## config.mk

```make
export PLATFORM = sky130hd
export DESIGN_NAME = alarm_match_unit
export DESIGN_NICKNAME = d
export VERILOG_FILES = /design/src/rtl/alm_pkg.sv /design/src/rtl/alm_bank.sv /design/src/rtl/alm_cmp.sv /design/src/rtl/alm_flag.sv /design/src/rtl/alarm_match_unit.sv
export SDC_FILE = /design/constraint.sdc
export NUM_CORES = 1
export LEC_CHECK = 0
export BUFFER_PORTS_ARGS = -buffer_cell sky130_fd_sc_hd__buf_2
export CAP_MARGIN = 20
export CORE_MARGIN = 1.5
export CORE_UTILIZATION = 40
export CTS_CLUSTER_DIAMETER = 200
export DETAILED_ROUTE_END_ITERATION = 7
export GPL_ROUTABILITY_DRIVEN = 0
export SKIP_CTS_REPAIR_TIMING = 1
export SLEW_MARGIN = 5
export SYNTH_ARGS = -nofsm -noshare
export SYNTH_HDL_FRONTEND = slang
export SYNTH_SLANG_ARGS = --single-unit
```

## constraint.sdc

```tcl
create_clock -name clk -period 3.1 [get_ports clk]
set_input_delay 0.31 -clock clk [delete_from_list [all_inputs] [get_ports clk]]
set_output_delay 0.31 -clock clk [all_outputs]
set_load 0.02 [all_outputs]
```

## src/rtl/alm_pkg.sv

```systemverilog
package alm_pkg;
   localparam int FLD_N = 6;
   localparam logic [7:0] YEAR_RO = 8'h20;
   localparam logic [2:0] SLOT_YEAR = 3'd5;
   localparam logic [2:0] SLOT_WDAY = 3'd6;
   localparam logic [2:0] SLOT_SPARE = 3'd7;

   // slot -> storage index; weekday slot stored at index 5
   function automatic logic [2:0] slot_to_fld(input logic [2:0] slot);
      return (slot == SLOT_WDAY) ? 3'd5 : slot;
   endfunction

   function automatic logic slot_is_reg(input logic [2:0] slot);
      return (slot < SLOT_YEAR) || (slot == SLOT_WDAY);
   endfunction
endpackage

```

## src/rtl/alm_bank.sv

```systemverilog
module alm_bank #(
   parameter int DATA_W = 8,
   parameter int FLD_N  = 6
) (
   input  logic                           clk,
   input  logic                           rst_n,
   input  logic                           wr_stb,
   input  logic [2:0]                     wr_fld,
   input  logic [DATA_W-1:0]              wdata,
   output logic [FLD_N-1:0][DATA_W-1:0]   cfg
);
   for (genvar f = 0; f < FLD_N; f++) begin : g_fld
      always_ff @(posedge clk or negedge rst_n) begin
         if (!rst_n)
            cfg[f] <= '0;
         else if (wr_stb && (wr_fld == 3'(f)))
            cfg[f] <= wdata;
      end
   end
endmodule

```

## src/rtl/alm_cmp.sv

```systemverilog
module alm_cmp #(
   parameter int DATA_W = 8,
   parameter int VAL_W  = 7,
   parameter int FLD_N  = 6
) (
   input  logic [FLD_N-1:0][DATA_W-1:0] cfg,
   input  logic [FLD_N-1:0][VAL_W-1:0]  now,
   output logic                          hit
);
   logic [FLD_N-1:0] en;
   logic [FLD_N-1:0] ok;

   for (genvar f = 0; f < FLD_N; f++) begin : g_cmp
      assign en[f] = cfg[f][DATA_W-1];
      assign ok[f] = !en[f] || (cfg[f][VAL_W-1:0] == now[f]);
   end

   assign hit = (|en) && (&ok);
endmodule

```

## src/rtl/alm_flag.sv

```systemverilog
module alm_flag (
   input  logic clk,
   input  logic rst_n,
   input  logic set_stb,
   input  logic clr,
   output logic flag
);
   always_ff @(posedge clk or negedge rst_n) begin
      if (!rst_n)
         flag <= 1'b0;
      else if (set_stb)
         flag <= 1'b1;
      else if (clr)
         flag <= 1'b0;
   end
endmodule

```

## src/rtl/alarm_match_unit.sv

```systemverilog
module alarm_match_unit #(
   parameter int NUM_SETS = 2,
   parameter int DATA_W   = 8,
   parameter int VAL_W    = 7,
   localparam int SET_W   = (NUM_SETS > 1) ? $clog2(NUM_SETS) : 1,
   localparam int ADDR_W  = SET_W + 3
) (
   input  logic                clk,
   input  logic                rst_n,
   input  logic                tick,
   input  logic [VAL_W-1:0]    tm_sec,
   input  logic [VAL_W-1:0]    tm_min,
   input  logic [VAL_W-1:0]    tm_hour,
   input  logic [VAL_W-1:0]    tm_date,
   input  logic [VAL_W-1:0]    tm_month,
   input  logic [VAL_W-1:0]    tm_wday,
   input  logic [ADDR_W-1:0]   addr,
   input  logic                wr_en,
   input  logic [DATA_W-1:0]   wdata,
   output logic [DATA_W-1:0]   rdata,
   input  logic [NUM_SETS-1:0] flag_clr,
   input  logic [NUM_SETS-1:0] irq_en,
   output logic [NUM_SETS-1:0] alarm_flag,
   output logic                irq
);
   import alm_pkg::*;

   if (VAL_W + 1 != DATA_W) begin : g_bad_width
      $error("alarm_match_unit: DATA_W must be VAL_W+1");
   end
   if (NUM_SETS < 1 || NUM_SETS > 8) begin : g_bad_sets
      $error("alarm_match_unit: NUM_SETS out of range");
   end

   logic [2:0]                        slot;
   logic [SET_W-1:0]                  set_sel;
   logic [FLD_N-1:0][VAL_W-1:0]       now;
   logic [NUM_SETS-1:0][FLD_N-1:0][DATA_W-1:0] cfg;
   logic [NUM_SETS-1:0]               hit;

   assign slot    = addr[2:0];
   assign set_sel = addr[ADDR_W-1:3];

   assign now[0] = tm_sec;
   assign now[1] = tm_min;
   assign now[2] = tm_hour;
   assign now[3] = tm_date;
   assign now[4] = tm_month;
   assign now[5] = tm_wday;

   for (genvar s = 0; s < NUM_SETS; s++) begin : g_set
      logic wr_here;
      assign wr_here = wr_en && (set_sel == SET_W'(s)) && slot_is_reg(slot);

      alm_bank #(.DATA_W(DATA_W), .FLD_N(FLD_N)) u_bank (
         .clk    (clk),
         .rst_n  (rst_n),
         .wr_stb (wr_here),
         .wr_fld (slot_to_fld(slot)),
         .wdata  (wdata),
         .cfg    (cfg[s])
      );

      alm_cmp #(.DATA_W(DATA_W), .VAL_W(VAL_W), .FLD_N(FLD_N)) u_cmp (
         .cfg (cfg[s]),
         .now (now),
         .hit (hit[s])
      );

      alm_flag u_flag (
         .clk     (clk),
         .rst_n   (rst_n),
         .set_stb (tick && hit[s]),
         .clr     (flag_clr[s]),
         .flag    (alarm_flag[s])
      );
   end

   always_comb begin
      rdata = '0;
      if (slot == SLOT_YEAR)
         rdata = DATA_W'(YEAR_RO);
      else if (slot != SLOT_SPARE && int'(set_sel) < NUM_SETS)
         rdata = cfg[set_sel][slot_to_fld(slot)];
   end

   assign irq = |(alarm_flag & irq_en);
endmodule

```

==> out/results.txt, run 1 <==
status: finished, final reports clean
Max rail drop VDD: 0.0003533 V
Post-synth EDFFs: 0
Rows: 43
Worst-path clk slew: 0.06 ns
slew margin rel.: 40.80%
Hold Path Class: input port to asynchronous set/reset pin
vias in the first global route: 3980
RSZ-0062 raised after global routing: no
Ys Warns: 0
Worst Tran Pin Value: 0.8880 ns
global-route wire length before repair: 23810 µm
Synth Area in XOR/XNOR: 13.13%
CTS Buf Count: 9
Worst R2R Start: g_set[0].u_bank.cfg[8]$_DFFE_PN0P_
total nets after synthesis: 488
DRT antenna net count: 0
largest family of logic cells by synthesized area: multiplexers
Die Y: 121.4 µm
Slew Limit Fails: 0
synthesized area: 0.005604 mm²
power density over cell area: 653.6 mW/mm²
Worst setup SP type: input port
fraction of layout cells with a size suffix above 1: 43.56%
most frequent cell after synthesis: dfrtp_1
area of the multi-input gates: 0.002978 mm²
Final Cycle Share: 80.62%
clock root cell: clkbuf_16
Mapped Cells: 426
top cells by area, synth: dfrtp_1, mux2_2, mux4_2
Synth Area in Simple Gates: 6.184%
Ports: 73
critical path class: input port to output port
DRT Wirelength: 15420 µm
Design Power: 4.164 mW
Worst Setup End Kind: output port
CP startpoint: addr[3]
setup TNS: 0 ns
Synth top area share: 43.76%
maximum operating frequency: 400.1 MHz
Area Growth Syn to Fin: 13.66%
initial core utilization: 40.69%
multiplexer share of the synthesized area: 29.38%
unique cell type count in the Yosys netlist: 40
post-synthesis register bit count: 98
Pre-Repair DR Iteration Count: 4
CTS Sinks: 98
fin nets: 547
initial antenna violation count: 0
sequential share of the synthesized area: 43.76%
main flop type after synthesis: dfrtp_1
asr flop ratio synth: 100.0%
commonest cells in the netlist: dfrtp_1, mux2_2, xor2_1, xnor2_1, mux4_2
leakage power: 2.749 nW
DP HPWL: 11390 µm
total DRC errors in the routed layout: 0
Die X: 121.4 µm
final hold violations: 0
Setup Viol. Count Final: 0
worst skew pair latency: 0.35 ns
per-cell routed wire length: 23.05 µm
CTS tree: done
port buffer count: 72
Iter 0 DRT Violations: 199
n_diodes: 0
worst path required time: 2.79 ns
final clock skew: 0.008720 ns
area leader, netlist: dfrtp_1
die area: 0.01473 mm²
crit path DAT: 2.19 ns
clock tree buffer depth: 2
Final min period: 2.499 ns
Maximum Capacitance Violations: 0
Filler Cells Inserted: 1289
vias per cell: 5.650
Synth Area in Adders: 0%
Critical Path Fanout Max: 32
# H-tree levels: 3
FF+latch area: 0.002452 mm²
synthesized area per cell: 13.16 µm²
gr usage total: 22.27%
Synth Area in Compound Gates: 4.443%
largest net degree at the start of global routing: 56
CORE AREA: 0.01377 mm²
GRT Residual Overflow: 0
Via Count: 3780
[path summary, 6_finish.rpt]
check / endpoint / depth (start not counted) / slack [ns]
setup / recovery: rdata[0] / 5 / 0.60
hold / removal: g_set[1].u_bank.cfg[32]$_DFFE_PN0P_ / 1 / 0.02
setup reg to reg: g_set[0].u_flag.flag$_DFFE_PN0P_ / 5 / 0.99
hold reg to reg: g_set[0].u_bank.cfg[38]$_DFFE_PN0P_ / 1 / 0.56
max in group asynchronous: g_set[1].u_bank.cfg[4]$_DFFE_PN0P_ / 2 / 2.35
min in group clk: g_set[0].u_flag.flag$_DFFE_PN0P_ / 2 / 0.16
[layer usage]
metal	part of all wire (%)	track usage, %	up-vias
li1	-	-	1680
met1	45	31.83	1955
met2	46	33.19	117
met3	5.7	3.759	28
met4	3.1	9.779	0
met5	0	0	-
[cell usage in the layout, fill, tap and decap left out, drive strengths merged, types with 2 or more instances in the layout]
master,count
inv,7
o41ai,10
o21ai,3
clkbuf,13
nor3,4
o211ai,2
o22ai,5
nor4,2
nor2b,2
nand3,3
mux2i,16
nand4,14
nand2,7
xor2,44
mux2,96
o32a,2
a21oi,3
nand3b,5
a31oi,2
mux4,18
o32ai,4
nor3b,2
nand2b,2
buf,73
xnor2,40
dfrtp,98
and2b,2
nor2,6
[flip-flops by register name, indices dropped and copies added (netlist names)]
name and cells:
g_set.u_flag.flag 2, g_set.u_bank.cfg 96
[critical path, cell delays in order]
cell and delay (ns):
buf_2 0.67, mux4_2 0.59, mux2i_1 0.28, o22ai_1 0.14, buf_2 0.18
[cells by family (layout without fill, tap and decap cells)]
group	count (synthesis)	after routing
muxes	130	130
DFF	98	98
xor gates and xnor gates	84	84
and+or+nand+nor	49	49
AOI/OAI and AO/OA	33	33
buffers and inverters	32	95
[power breakdown]
group / total, mW / internal [mW] / switching (mW)
Clock: 1.16 / 0.686 / 0.474
Sequential: 1.90 / 1.58 / 0.323
Combinational: 1.10 / 0.607 / 0.496
[through the flow]
stage	utilization [%]	cells	setup slack, ns	area (µm²)	hold WS (ns)
floorplan	-	426	1.385	5604	0.01441
global placement	44.03	654	0.5603	6065	0.4177
detailed placement	44.03	654	0.5667	6065	0.4249
CTS	46.25	669	0.5617	6370	0.05386
global route	46.25	669	0.4461	6370	0.08910
finish	46.25	669	0.6008	6370	0.02341
[final cells by class]
class / count / area share, %
clock buffer: 13 / 4.243
clock inverter: 2 / 0.5500
inverter: 7 / 0.4125
multi-input combinational: 296 / 46.75
sequential: 98 / 38.50
tap: 180 / 3.536
timing repair buffer: 73 / 6.011
No activity file was read; power rests on OpenSTA's default activity.
==> run 2: changes to the inputs <==
==> constraint.sdc (replaced) <==
create_clock -name clk -period 2.4 [get_ports clk]
set_input_delay 0.24 -clock clk [delete_from_list [all_inputs] [get_ports clk]]
set_output_delay 0.24 -clock clk [all_outputs]
set_load 0.02 [all_outputs]
==> run 2 against run 1 <==
  * Clock skew fell by 0.0037 ns
  * Core utilization is 0.98 points higher
  * First-iteration DRC count up 25%
  * Clock power up 55%
  * Worst setup slack worse by 0.46 ns
  * Worst hold slack better by 0.049 ns
  * Count of clock-buffer cells in the layout shrank 2
  * Die area stayed put
  * Largest cell class unchanged
  * Largest power group unchanged
==> out/results.txt, run 2 (synthesized netlist as in run 1, its figures left out) <==
# H-tree levels: 3 (unchanged)
Pre-Repair DR Iteration Count: 4 (unchanged)
largest net degree at the start of global routing: 45 (-20%)
DRT antenna net count: 0 (unchanged)
maximum operating frequency: 443.1 MHz
clock root cell: clkbuf_16
power density over cell area: 875.1 mW/mm² (+34%)
DP Area: 0.006127 mm² (+1.0%)
hold_ws: 0.07276 ns (+0.04935 ns)
CORE AREA: 0.01377 mm² (unchanged)
status: finished, final reports clean
fin nets: 558 (+2.0%)
Place WS: 0.1362 ns (-0.4305 ns)
final hold violations: 0 (unchanged)
critical path class: input port to output port
clock tree buffer depth: 2 (unchanged)
Via Count: 3851 (+1.9%)
Slew Limit Fails: 0 (unchanged)
global-route wire length before repair: 23940 µm (+0.55%)
CP cell instances: buf_2 > buf_4 > buf_4 > mux4_2 > inv_1 > o22ai_1 > buf_2
worst path bufs/invs: 5 (+3)
grt met3 use: 3.148% (-0.61 points)
CP top delay family: buffers and inverters
Iter 0 DRT Violations: 248 (+25%)
Top Registers: g_set.u_bank.cfg (96), g_set.u_flag.flag (2)
per-cell routed wire length: 22.81 µm (-1.1%)
Worst Setup End Kind: output port
final clock skew: 0.004974 ns (-0.003746 ns)
fraction of layout cells with a size suffix above 1: 44.71% (+1.2 points)
DRT Wirelength: 15530 µm (+0.72%)
Hold Path Class: input port to register
setup ws final: 0.1434 ns (-0.4574 ns)
Max rail drop VDD: 0.0003776 V (+6.9%)
CTS Buf Count: 9 (unchanged)
n_diodes: 0 (unchanged)
CTS tree: done
Top reg by flops: g_set.u_bank.cfg
met1 Use GR: 31.95% (+0.12 points)
commonest non-fill, non-tap cell in the layout: dfrtp_1
Logic pwr share: 25.5% (-1.0 points)
commonest cells after routing, fill and taps aside: dfrtp_1, mux2_2, buf_2
initial core utilization: 40.69% (unchanged)
leakage power: 2.826 nW (+2.8%)
Filler Cells Inserted: 1288 (-0.078%)
die area: 0.01473 mm² (unchanged)
initial antenna violation count: 0 (unchanged)
max reg flops: 96 (unchanged)
Rows: 43 (unchanged)
slew margin rel.: 53.67% (+13 points)
port buffer count: 72 (unchanged)
Worst path slowest cell: buf_2
GRT Residual Overflow: 0 (unchanged)
CTS Sinks: 98 (unchanged)
worst path required time: 2.16 ns (-0.63 ns)
Pint: 3.984 mW (+39%)
Worst Tran Pin Value: 0.6860 ns (-0.2020 ns)
design area: 0.006505 mm² (+2.1%)
Clk pwr share: 31.6% (+3.7 points)
switching power: 1.709 mW (+32%)
Die Y: 121.4 µm (unchanged)
vias in the first global route: 4007 (+0.68%)
total DRC errors in the routed layout: 0 (unchanged)
vias per cell: 5.655 (about the same)
Worst setup SP type: input port
Ports: 73 (unchanged)
sequential power share: 43.0% (-2.6 points)
Worst-path clk slew: 0.06 ns (about the same)
setup TNS: 0 ns (unchanged)
gr usage total: 22.60% (+0.33 points)
Final Cycle Share: 94.03%
final core occ: 47.23% (+0.98 points)
switching share of power: 30.02% (-1.0 points)
Final min period: 2.257 ns
Setup Viol. Count Final: 0 (unchanged)
GR Util met2: 34.64% (+1.4 points)
Area Growth Syn to Fin: 16.08%
gr busiest metal: met2
Maximum Capacitance Violations: 0 (unchanged)
crit path DAT: 2.02 ns (-0.17 ns)
RSZ-0062 raised after global routing: no
Die X: 121.4 µm (unchanged)
Critical Path Fanout Max: 23 (-28%)
worst skew pair latency: 0.36 ns (about the same)
CP max stage delay: 0.50 ns (-0.17 ns)
DP HPWL: 11690 µm (+2.7%)
-- run 2: cell count changes in the layout (fill, tap and decap cells not counted) --
cell and delta:
clkbuf_8 -2, bufinv_16 +3, buf_12 -1, buf_4 +11
dlygate4sd3_1 +1
-- run 2: path summary, 6_finish.rpt --
check / depth (start not counted) / slack, ns / end / from
worst max-delay path: 7 / 0.14 / rdata[3] / addr[3]
worst min-delay path: 2 / 0.07 / g_set[0].u_flag.flag$_DFFE_PN0P_ / flag_clr[0]
worst max register to register: 5 / 0.48 / g_set[1].u_flag.flag$_DFFE_PN0P_ / g_set[1].u_bank.cfg[5]$_DFFE_PN0P_
worst min register to register: 1 / 0.55 / g_set[0].u_bank.cfg[21]$_DFFE_PN0P_ / g_set[0].u_bank.cfg[21]$_DFFE_PN0P_
max in group asynchronous: 3 / 1.26 / g_set[0].u_bank.cfg[2]$_DFFE_PN0P_ / rst_n
min in group asynchronous: 2 / 0.45 / g_set[1].u_bank.cfg[39]$_DFFE_PN0P_ / rst_n
-- run 2: routing by layer --
layer  up-vias  share of wire [%]
li1       1703                  -
met2       122                 46
met4         0                2.8
met3        25                5.0
met5         -                  0
met1      2001                 46
-- run 2: metrics by stage --
| step | std cells | power, mW |
|---|---|---|
| 2_1_floorplan | 426 | 3.380 |
| 6_report | 681 | 5.693 |
| 3_5_place_dp | 664 | 3.908 |
| 3_3_place_gp | 664 | 3.878 |
| 4_1_cts | 680 | 5.713 |
| 5_1_grt | 681 | 5.945 |
-- run 2: layout make-up --
type	count	area [µm²]	share of cell area (%)
multi-input cells	296	2978	45.78
flip-flops and latches	98	2452	37.70
repair buffers	84	455.4	7.001
clock buffers	11	242.7	3.731
well taps	180	225.2	3.462
clock inverters	5	125.1	1.923
inverters	7	26.28	0.4039
-- run 2: power by group through the flow --
stage / sequential [mW] / combinational (mW) / clock, mW
2_1_floorplan: 2.32 / 1.06 / 0
3_3_place_gp: 2.46 / 1.42 / 0
3_5_place_dp: 2.47 / 1.44 / 0
4_1_cts: 2.44 / 1.45 / 1.82
5_1_grt: 2.50 / 1.57 / 1.88
6_report: 2.45 / 1.45 / 1.80
==> run 3: changes to the inputs <==
--- a/config.mk
+++ b/config.mk
@@ -8,10 +8,11 @@
 export BUFFER_PORTS_ARGS = -buffer_cell sky130_fd_sc_hd__buf_2
 export CAP_MARGIN = 20
 export CORE_MARGIN = 1.5
-export CORE_UTILIZATION = 40
+export CORE_UTILIZATION = 58
 export CTS_CLUSTER_DIAMETER = 200
 export DETAILED_ROUTE_END_ITERATION = 7
 export GPL_ROUTABILITY_DRIVEN = 0
+export PLACE_DENSITY = 0.8
 export SKIP_CTS_REPAIR_TIMING = 1
 export SLEW_MARGIN = 5
 export SYNTH_ARGS = -nofsm -noshare
==> run 3 against run 2 <==
  * Worst hold slack worse by 0.020 ns
  * Via count grew 0.13%
  * Critical path depth down 1
  * Wire length is 9.0% lower
  * Flip-flop and latch count stayed put
  * Critical endpoint is now rdata[5]
  * Global-route usage rose by 7.3 points
==> out/results.txt, run 3 (synthesized netlist as in run 1, its figures left out) <==
Top Registers: g_set.u_bank.cfg (96), g_set.u_flag.flag (2)
DP HPWL: 10640 µm (-9.0%)
per-cell routed wire length: 22.54 µm (-1.2%)
critical path class: register to output port
FF+latch area: 0.002452 mm² (unchanged)
Maximum Capacitance Violations: 0 (unchanged)
DRT antenna net count: 0 (unchanged)
initial core utilization: 60.36% (+20 points)
CTS tree: done
vias in the first global route: 4009 (+0.050%)
total DRC errors in the routed layout: 0 (unchanged)
# H-tree levels: 3 (unchanged)
Rows: 35 (-19%)
crit path DAT: 2.01 ns (about the same)
Slew Limit Fails: 0 (unchanged)
maximum operating frequency: 444.1 MHz (+0.22%)
Iter 0 DRT Violations: 224 (-9.7%)
Clk pwr share: 21.8% (-9.8 points)
die area: 0.01026 mm² (-30%)
slew margin rel.: 56.43% (+2.8 points)
switching power: 1.627 mW (-4.8%)
Pre-Repair DR Iteration Count: 5 (+1)
vias per cell: 6.150 (+8.8%)
commonest non-fill, non-tap cell in the layout: dfrtp_1
Pint: 3.331 mW (-16%)
Setup Viol. Count Final: 0 (unchanged)
Worst Tran Pin Value: 0.6536 ns (-0.03241 ns)
worst skew pair latency: 0.37 ns (about the same)
commonest cells after routing, fill and taps aside: dfrtp_1, mux2_2, buf_2
gr usage total: 29.95% (+7.3 points)
Worst setup SP type: register
setup TNS: 0 ns (unchanged)
power density over cell area: 790.8 mW/mm² (-9.6%)
global-route wire length before repair: 22570 µm (-5.7%)
fin nets: 557 (-0.18%)
final clock skew: 0.01300 ns (+0.008025 ns)
worst path required time: 2.16 ns (about the same)
Area Growth Syn to Fin: 11.88%
CORE AREA: 0.009284 mm² (-33%)
setup ws final: 0.1483 ns (+0.004903 ns)
WHS Path Cells: 2 (unchanged)
status: finished, final reports clean
Hold Path Origin: flag_clr[0]
Critical Path Fanout Max: 3 (-87%)
Hold Path Class: input port to register
clock tree buffer depth: 2 (unchanged)
area of the multi-input gates: 0.002978 mm² (unchanged)
switching share of power: 32.81% (+2.8 points)
Worst Setup End Kind: output port
fraction of layout cells with a size suffix above 1: 44.58% (-0.13 points)
Worst R2R Start: g_set[1].u_bank.cfg[12]$_DFFE_PN0P_
port buffer count: 72 (unchanged)
Top reg by flops: g_set.u_bank.cfg
setup slack, reg-to-reg: 0.45 ns (-0.03 ns)
n_diodes: 0 (unchanged)
Reg2Reg Depth: 5 (unchanged)
Worst-path clk slew: 0.10 ns (+0.04 ns)
clock root cell: clkbuf_8
Die Y: 101.3 µm (-17%)
Final Cycle Share: 93.82% (-0.20 points)
WHS Endpoint: g_set[0].u_flag.flag$_DFFE_PN0P_
leakage power: 2.735 nW (-3.2%)
Logic pwr share: 28.7% (+3.2 points)
RSZ-0062 raised after global routing: no
Final min period: 2.252 ns (-0.004903 ns)
Ports: 73 (unchanged)
RR Endpoint: g_set[1].u_flag.flag$_DFFE_PN0P_
largest net degree at the start of global routing: 51 (+13%)
Die X: 101.3 µm (-17%)
GRT Residual Overflow: 0 (unchanged)
Filler Cells Inserted: 704 (-45%)
CTS Sinks: 98 (unchanged)
CTS Buf Count: 9 (unchanged)
Place WS: 0.3519 ns (+0.2157 ns)
max reg flops: 96 (unchanged)
Max rail drop VDD: 0.0004416 V (+17%)
initial antenna violation count: 0 (unchanged)
DRT Wirelength: 14130 µm (-9.0%)
sequential power share: 49.5% (+6.5 points)
final hold violations: 0 (unchanged)
Via Count: 3856 (+0.13%)
## run 3: cell count changes in the layout (fill, tap and decap cells not counted), sizes merged
cell and change:
buf -1, clkinvlp +2, bufinv -3, clkbuf -1
## run 3: critical path, cell delays in order, from the launching register on
cell,delay (ns)
dfrtp_1,0.41
nor2b_1,0.15
a2111oi_0,0.50
a21oi_1,0.13
nand3_1,0.11
o21ai_0,0.13
buf_2,0.21
## run 3: final cells by class
class / count / area share [%]
Multi-Input combinational cell: 296 / 47.50
Clock buffer: 10 / 2.195
Inverter: 7 / 0.4191
Clock inverter: 4 / 0.8581
Tap cell: 129 / 2.574
Sequential cell: 98 / 39.11
Timing Repair Buffer: 83 / 7.344
## run 3: power by group through the flow
| stage | Clock, mW | Sequential (mW) | Combinational, mW |
|---|---|---|---|
| after floorplan | 0 | 2.32 | 1.06 |
| after global placement | 0 | 2.46 | 1.38 |
| after detailed placement | 0 | 2.48 | 1.41 |
| after CTS | 1.08 | 2.45 | 1.42 |
| after global routing | 1.15 | 2.51 | 1.54 |
| final | 1.08 | 2.46 | 1.42 |
## run 3: metal layers
metal / routed length (µm) / share of wire [%] / global-route usage, % / up-vias
li1: - / - / - / 1700
met1: 6189 / 44 / 43.66 / 1974
met2: 6600 / 47 / 46.26 / 162
met3: 1059 / 7.5 / 4.693 / 20
met4: 282 / 2.0 / 9.936 / 0
met5: 0 / 0 / 0 / -
## run 3: worst max-delay path by stage
| stage | startpoint | end | slack [ns] |
|---|---|---|---|
| 2_1_floorplan | addr[2] | rdata[5] | 0.82 |
| 3_3_place_gp | addr[3] | rdata[6] | 0.36 |
| 3_5_place_dp | addr[3] | rdata[0] | 0.35 |
| 4_1_cts | g_set[0].u_bank.cfg[21]$_DFFE_PN0P_ | rdata[5] | 0.20 |
| 5_1_grt | g_set[0].u_bank.cfg[21]$_DFFE_PN0P_ | rdata[5] | 0.1 |
| 6_report | g_set[0].u_bank.cfg[21]$_DFFE_PN0P_ | rdata[5] | 0.15 |
## run 3: stage by stage
stage / power [mW] / hold slack [ns] / util (%) / instance area [µm²] / instances
floorplan: 3.380 / -0.05559 / - / 5604 / 426
global placement: 3.832 / 0.3028 / 65.36 / 6068 / 612
detailed placement: 3.888 / 0.3056 / 65.36 / 6068 / 612
CTS: 4.954 / -0.08834 / 67.43 / 6260 / 626
global route: 5.200 / 0.04294 / 67.53 / 6270 / 627
finish: 4.958 / 0.05284 / 67.53 / 6270 / 627
